<file path="src/rtl/cfgaddr_pkg.sv">
package cfgaddr_pkg;
  localparam int CFG_W      = 32;
  localparam int FIELD_MAX  = 255;
  localparam int SLOT_SPLIT = 12;
  localparam int SEL_BASE   = 11;
  localparam int MAP_SHIFT  = 4;
  localparam logic [CFG_W-1:0] MAP_T0 = 32'h0000_000A;
  localparam logic [CFG_W-1:0] MAP_T1 = 32'h0000_000B;

  typedef enum logic {CYC_T0 = 1'b0, CYC_T1 = 1'b1} cyc_kind_t;

  typedef struct packed {
    logic [CFG_W-1:0] addr;
    logic [CFG_W-1:0] map;
  } cfg_word_t;
endpackage

</file>
<file path="src/rtl/cfg_req_check.sv">
module cfg_req_check
  import cfgaddr_pkg::*;
#(
  parameter int IN_W = 16
) (
  input  logic [IN_W-1:0] bus,
  input  logic [IN_W-1:0] devfn,
  input  logic [IN_W-1:0] offset,
  output logic            legal,
  output cyc_kind_t       kind
);
  localparam logic [IN_W-1:0] LIMIT = IN_W'(FIELD_MAX);

  always_comb begin
    legal = (bus <= LIMIT) && (devfn <= LIMIT) && (offset <= LIMIT);
    kind  = (bus == '0) ? CYC_T0 : CYC_T1;
  end
endmodule

</file>
<file path="src/rtl/cfg_type0_former.sv">
module cfg_type0_former
  import cfgaddr_pkg::*;
(
  input  logic [7:0] devfn,
  output cfg_word_t  word
);
  logic [4:0]  slot;
  logic [2:0]  func;
  logic [31:0] slot_dec;
  logic [31:0] addr_sel;
  logic [31:0] map_sel;

  always_comb begin
    slot     = devfn[7:3];
    func     = devfn[2:0];
    slot_dec = 32'd1 << slot;
    // low slots select directly in the address, high slots via the map word
    addr_sel = {8'd0, slot_dec[SLOT_SPLIT:0], 11'd0};
    map_sel  = {4'd0, slot_dec[31:SLOT_SPLIT+1], 9'd0};
    word.addr = addr_sel | {21'd0, func, 8'd0};
    word.map  = MAP_T0 | map_sel;
  end
endmodule

</file>
<file path="src/rtl/cfg_type1_former.sv">
module cfg_type1_former
  import cfgaddr_pkg::*;
(
  input  logic [7:0] bus,
  input  logic [7:0] devfn,
  output cfg_word_t  word
);
  always_comb begin
    word.addr = {8'd0, bus, devfn, 8'd0};
    word.map  = MAP_T1;
  end
endmodule

</file>
<file path="src/rtl/cfg_addr_former.sv">
module cfg_addr_former
  import cfgaddr_pkg::*;
#(
  parameter int IN_W = 16
) (
  input  logic             clk,
  input  logic             rst_n,
  input  logic             req_valid,
  output logic             req_ready,
  input  logic [IN_W-1:0]  req_bus,
  input  logic [IN_W-1:0]  req_devfn,
  input  logic [IN_W-1:0]  req_offset,
  output logic             rsp_valid,
  output logic             rsp_err,
  output logic [CFG_W-1:0] rsp_addr,
  output logic [CFG_W-1:0] rsp_map
);
  logic      legal;
  cyc_kind_t kind;
  cfg_word_t w_t0, w_t1, w_sel, w_d, w_q;
  logic      accept;
  logic      err_d, err_q, vld_d, vld_q, rdy_q;

  cfg_req_check #(.IN_W(IN_W)) u_check (
    .bus(req_bus), .devfn(req_devfn), .offset(req_offset),
    .legal(legal), .kind(kind)
  );

  cfg_type0_former u_t0 (.devfn(req_devfn[7:0]), .word(w_t0));
  cfg_type1_former u_t1 (.bus(req_bus[7:0]), .devfn(req_devfn[7:0]), .word(w_t1));

  always_comb begin
    accept = req_valid && rdy_q;
    w_sel  = (kind == CYC_T0) ? w_t0 : w_t1;
    w_sel.addr = w_sel.addr + {{(CFG_W-8){1'b0}}, req_offset[7:0]};
    vld_d  = accept;
    if (accept) begin
      err_d = !legal;
      w_d   = legal ? w_sel : '0;
    end else begin
      err_d = err_q;
      w_d   = w_q;
    end
  end

  always_ff @(posedge clk or negedge rst_n) begin
    if (!rst_n) begin
      rdy_q <= 1'b0;
      vld_q <= 1'b0;
      err_q <= 1'b0;
      w_q   <= '0;
    end else begin
      rdy_q <= 1'b1;
      vld_q <= vld_d;
      err_q <= err_d;
      w_q   <= w_d;
    end
  end

  assign req_ready = rdy_q;
  assign rsp_valid = vld_q;
  assign rsp_err   = err_q;
  assign rsp_addr  = w_q.addr;
  assign rsp_map   = w_q.map;


  map_code_chk: assert property (@(posedge clk) disable iff (!rst_n)
    (rsp_valid && !rsp_err) |-> (rsp_map[3:1] == 3'b101));

  low_slot_chk: assert property (@(posedge clk) disable iff (!rst_n)
    (rsp_valid && !rsp_err && rsp_map == MAP_T0) |-> ($countones(rsp_addr[31:11]) == 1));

  high_slot_chk: assert property (@(posedge clk) disable iff (!rst_n)
    (rsp_valid && !rsp_err && !rsp_map[0] && rsp_map[31:4] != '0)
      |-> (rsp_addr[31:11] == '0 && $countones(rsp_map[31:9]) == 1));

  offset_low_chk: assert property (@(posedge clk) disable iff (!rst_n)
    (rsp_valid && !rsp_err) |-> (rsp_addr[7:0] == $past(req_offset[7:0])));

  err_zero_chk: assert property (@(posedge clk) disable iff (!rst_n)
    rsp_err |-> (rsp_addr == '0 && rsp_map == '0));

  resp_pulse_chk: assert property (@(posedge clk) disable iff (!rst_n)
    (req_valid && req_ready) |=> rsp_valid);

  hold_chk: assert property (@(posedge clk) disable iff (!rst_n)
    !(req_valid && req_ready) |=> (!rsp_valid && $stable(rsp_addr) && $stable(rsp_map) && $stable(rsp_err)));
endmodule

</file>
<file path="config.mk">
export PLATFORM = sky130hd
export DESIGN_NAME = cfg_addr_former
export DESIGN_NICKNAME = d
export VERILOG_FILES = /design/src/rtl/cfgaddr_pkg.sv /design/src/rtl/cfg_req_check.sv /design/src/rtl/cfg_type0_former.sv /design/src/rtl/cfg_type1_former.sv /design/src/rtl/cfg_addr_former.sv
export SDC_FILE = /design/constraint.sdc
export NUM_CORES = 1
export LEC_CHECK = 0
export BUFFER_PORTS_ARGS = -buffer_cell sky130_fd_sc_hd__buf_2
export CAP_MARGIN = 20
export CORE_MARGIN = 3
export CORE_UTILIZATION = 45
export DETAILED_ROUTE_END_ITERATION = 10
export PLACE_DENSITY = 0.78
export SETUP_SLACK_MARGIN = 0.02
export SLEW_MARGIN = 0
export SYNTH_ARGS = -nofsm -noshare
export SYNTH_HDL_FRONTEND = slang
export SYNTH_SLANG_ARGS = --single-unit
</file>
<file path="constraint.sdc">
create_clock -name clk -period 1.5 [get_ports clk]
set_input_delay 0.15 -clock clk [delete_from_list [all_inputs] [get_ports clk]]
set_output_delay 0.15 -clock clk [all_outputs]
set_load 0.01 [all_outputs]
</file>
Word-level counts from Yosys, hierarchy flattened
Cells that the tools add are included.
Widths: inputs -> output; s select.
{"block": "totals", "register_bits": 67, "latch_bits": 0, "mem_bits_rw": 0, "mem_bits_ro": 0, "inputBits": 51, "word_cells": 18, "memories": 0}
{"block": "op_classes", "n_addsub": 1, "multipliers": 0, "div": 0, "n_lt_le_gt_ge": 3, "eq_ne": 0, "n_shift": 1, "mux": 2, "n_bitwise": 1, "reduce_logical": 5}
{"operator": "$mux 64", "count": 2}
{"operator": "$le 16x8->1 const B", "count": 3}
{"operator": "$add 32x8->32", "count": 1}
{"operator": "$shl 1x5->32 const A", "count": 1}
{"operator": "$or 24x11->24", "count": 1}
{"operator": "$logic_not 16->1", "count": 1}
{"operator": "$logic_and 1x1->1", "count": 3}
{"operator": "$logic_not 1->1", "count": 1}

Depth between registers and ports, before layout
{"block": "depth", "word_depth": 5, "ltp_mapped": 6}

Modules after synthesis
A second synthesis with hierarchy kept.
{"block": "unflattened", "cells_unflattened": 593, "area_unflattened_um2": 5196.2}
{"module": "cfg_addr_former", "n_inst": 1, "cells_per_inst": 434, "area_each_um2": 4164.0, "seq_area_each_um2": 1676.6}
{"module": "cfg_type1_former", "n_inst": 1, "cells_per_inst": 66, "area_each_um2": 488.0, "seq_area_each_um2": 0.0}
{"module": "cfg_type0_former", "n_inst": 1, "cells_per_inst": 81, "area_each_um2": 461.7, "seq_area_each_um2": 0.0}
{"module": "cfg_req_check", "n_inst": 1, "cells_per_inst": 12, "area_each_um2": 82.6, "seq_area_each_um2": 0.0}

Worst setup path after synthesis
No wires, ideal clock.
{"block": "synth_timing", "kind": "input to register", "startpoint": "in req_bus[15]", "endpoint": "reg w_q, in the netlist rsp_addr[21]", "arrival_time_ns": 1.674, "t_required_ns": 1.378, "setup_slack_ns": -0.296, "stages": 5, "path_buffers": 1, "cell_sequence": "or4_4 -> nor4_4 -> buf_6 -> nand2_2 -> a32o_1"}
{"block": "synth_between", "elab_chain_len": 4, "elab_cells_between_ends": 7, "cone_classes": "1 x add/sub; 1 x order compare; 2 x mux; 3 x reduce/logical"}
{"element": "start, declared", "line_no": "cfg_addr_former.sv:10", "text": "input logic [IN_W-1:0] req_bus,"}
{"element": "$logic_not 16->1 or $le 16x8->1 (tied branches)", "line_no": "cfg_req_check.sv:16, cfg_req_check.sv:15"}
{"element": "$mux 64 or $logic_and 1x1->1 (tied branches)", "line_no": "cfg_addr_former.sv:34, cfg_req_check.sv:15"}
{"element": "$add 32x8->32 or $logic_and 1x1->1 (tied branches)", "line_no": "cfg_addr_former.sv:35, cfg_req_check.sv:15"}
{"element": "$mux 64 *", "line_no": "cfg_addr_former.sv:39", "text": "w_d = legal ? w_sel : '0;"}
{"element": "end signal, assigned", "line_no": "cfg_addr_former.sv:56", "text": "w_q <= w_d;"}
{"element": "end, declared", "line_no": "cfg_addr_former.sv:20", "text": "cfg_word_t w_t0, w_t1, w_sel, w_d, w_q;"}
Mark *: on every way between the ends. The rest lies on a longest branch, timed or not.
A chain may end at the register's enable or synchronous reset.

Worst setup path after layout
{"block": "layout_timing", "startpoint": "in req_bus[9]", "endpoint": "reg w_q, in the netlist rsp_addr[13]"}
Same word-level chain as after synthesis.

==> results.ini <==
[status]
status = complete, but fails checks
violations = negative setup slack

[critical_path]
cp-startpoint = req_bus[9]
r2r-end = rsp_addr[23]
critPathLaunchType = input pin
worstPathArrival_ps = 1800
worstSetupEndpoint = rsp_addr[13]
r2r_setup_slack_ps = 60
r2r_start = req_ready
cp.required_ps = 1740
cp_max_fo = 5
critPathCaptureType = flop
critPathKind = in -> reg
reg2reg_depth = 6

[logic_synthesis]
yosysWarnings = 0
ys_seq_area_share_pct = 51.6
avgSynthCellArea_um2 = 10.2
syn_area_um2 = 2330
synthArstFlopShare_pct = 100
netlist-cell-type-count = 35
synth_edf_count = 0
syn_inst = 228
ys_ff_latch = 48
synth-main-ff-cell = dfrtp_1

[place]
dpl.hpwl_um = 4530
port_buffers = 99
gp_congestion = 0.791

[pwr]
p_leak_uw = 0.00167
powerDensity_nw_per_um2 = 740
power_uw = 2340
peakVddDrop_v = 0.000518

[clock_network]
clockRootBuffer = clkbuf_8
cts_made_buffers = 5
clkSlewWorstSetupHoldPaths_ps = 90
tritoncts = built
cts_buffer_depth = 2
clkSinkCount = 48
insertion_delay_ps = 300
htree_levels = 2

[timing]
setup_viol = 7
final_max_slew_viol_count = 0
hold_slack_ps = 59.0
hold_violations = 0
fin_crit_ps = 1560
finalClockSkew_ps = 2.54
fin_crit_sh_pct = 104
fmax_mhz = 642
rsz0062_at_grt = true
layout_setup_ws_ps = -57.0

[final_layout]
layout.nets = 394
antenna_cells = 0
layout_common_cells = 97 x buf_2, 48 x dfrtp_1, 37 x nand2_1
area_delta_synth_final_pct = 35.6
drive_above_1_share_pct = 46.2
final_common_cell = buf_2

[min_path]
min_path_type = in -> reg
hold_start = req_devfn[1]

[global_routing]
antenna_found_initial = 0
use_met1_pct = 26.1
grt_overflow = 0
grt_util_met2_pct = 32.3
busiest_layer = met2
grt_pass1_wl_um = 9730
grt_max_degree = 47
use_met3_pct = 5.68
grt_pass1_vias = 2066
grt_usage_pct = 20.0

[floorplan]
rows = 25
initial_core_util_pct = 48.1
fp.dieH_um = 78.0
dieArea_um2 = 6080
die_w_um = 78.0
boundaryPins = 118
coreArea_um2 = 4850

[run]
maxCapViolCount = 0

[detailed_routing]
totalWireLength_um = 6230
via_per_inst = 5.13
wire_per_inst_um = 15.2
drtAntennaViolNets = 0
vias = 2110
drcViolationCount = 0
first_iter_violations = 170
dr.pass1.iters = 4

-- cell families (layout without fill, tap and decap cells) --
family	after synthesis	count (layout)	share of synthesized area (%)
simple gates	82	82	18.6
buf+inv	38	137	10.5
compound gates	53	53	16.9
mux	5	5	2.15
flops	48	48	51.6
other cells	2	19	0.322
-- what timing repair did --
item                                    CTS  global route
gates resized for setup                   4             8
setup buffers                             0             3
endpoints found under the setup margin    4            30
endpoints found under the hold margin    19             0
pin swaps                                 0            10
cloned                                    0             3
hold buffers                              1             0
-- cell type report --
| cell class | count | area (um2) |
|---|---|---|
| fill | 388 | 1690 |
| clock inverter | 3 | 23.8 |
| clock buffer | 5 | 68.8 |
| multi-input combinational | 159 | 985 |
| inverter | 3 | 11.3 |
| timing repair buffer | 126 | 785 |
| tap | 67 | 83.8 |
| sequential | 48 | 1200 |
-- power by group --
| part | internal [uW] | switching [uW] |
|---|---|---|
| Clock | 330 | 441 |
| Combinational | 107 | 160 |
| Sequential | 1300 | 0.986 |
-- through the flow --
stage | TNS (ps) | worst slack [ps] | instances | cell area [um2] | util (%)
after floorplan | -8370 | -277 | 245 | 2400 | -
after global placement | -11190 | -364 | 396 | 2920 | 60.2
after detailed placement | -11920 | -373 | 396 | 2920 | 60.2
after CTS | -5.55 | -5.55 | 405 | 3040 | 62.7
after global routing | -759 | -111 | 411 | 3160 | 65.1
final | -215 | -57.0 | 411 | 3160 | 65.1
-- sequential cells by signal, indices dropped and copies added, names as in the netlist --
register,cells
rsp_addr,24
rsp_map,21
req_ready,1
rsp_err,1
rsp_valid,1
-- cells in the mapped netlist, drive strengths merged (4+ instances only) --
library cell   n  area, um2
dfrtp         48       1200
nand2         39        149
buf           26        199
o21ai         26        164
a22o          13        114
nand3         13       70.1
clkbuf         9       33.8
mux2i          5       50.1
nor2           5       18.8
nor4           5       52.6
or4            5       53.8
a31oi          4       25.0
a32o           4       40.0
nor3           4       20.0
-- worst min-delay path by stage --
stage	end	slack [ps]	cells past startpoint
CTS	rsp_addr[1]	60	2
global placement	rsp_map[3]	120	1
finish	rsp_addr[9]	60	2
floorplan	req_ready	-150	0
global route	rsp_addr[7]	50	2
detailed placement	rsp_map[3]	130	1
-- metal layers --
layer	vias up	routed length (um)
li1	998	-
met1	1017	2560
met2	89	3100
met3	6	512
met4	0	59
met5	-	0
-- worst max-delay path, cell delays in order --
cell and delay, ps:
buf_6 90, or4_4 560, nor4_4 290, buf_4 180, buf_6 140, mux2i_2 230
a22o_1 160
(Power assumes the default switching activity.)
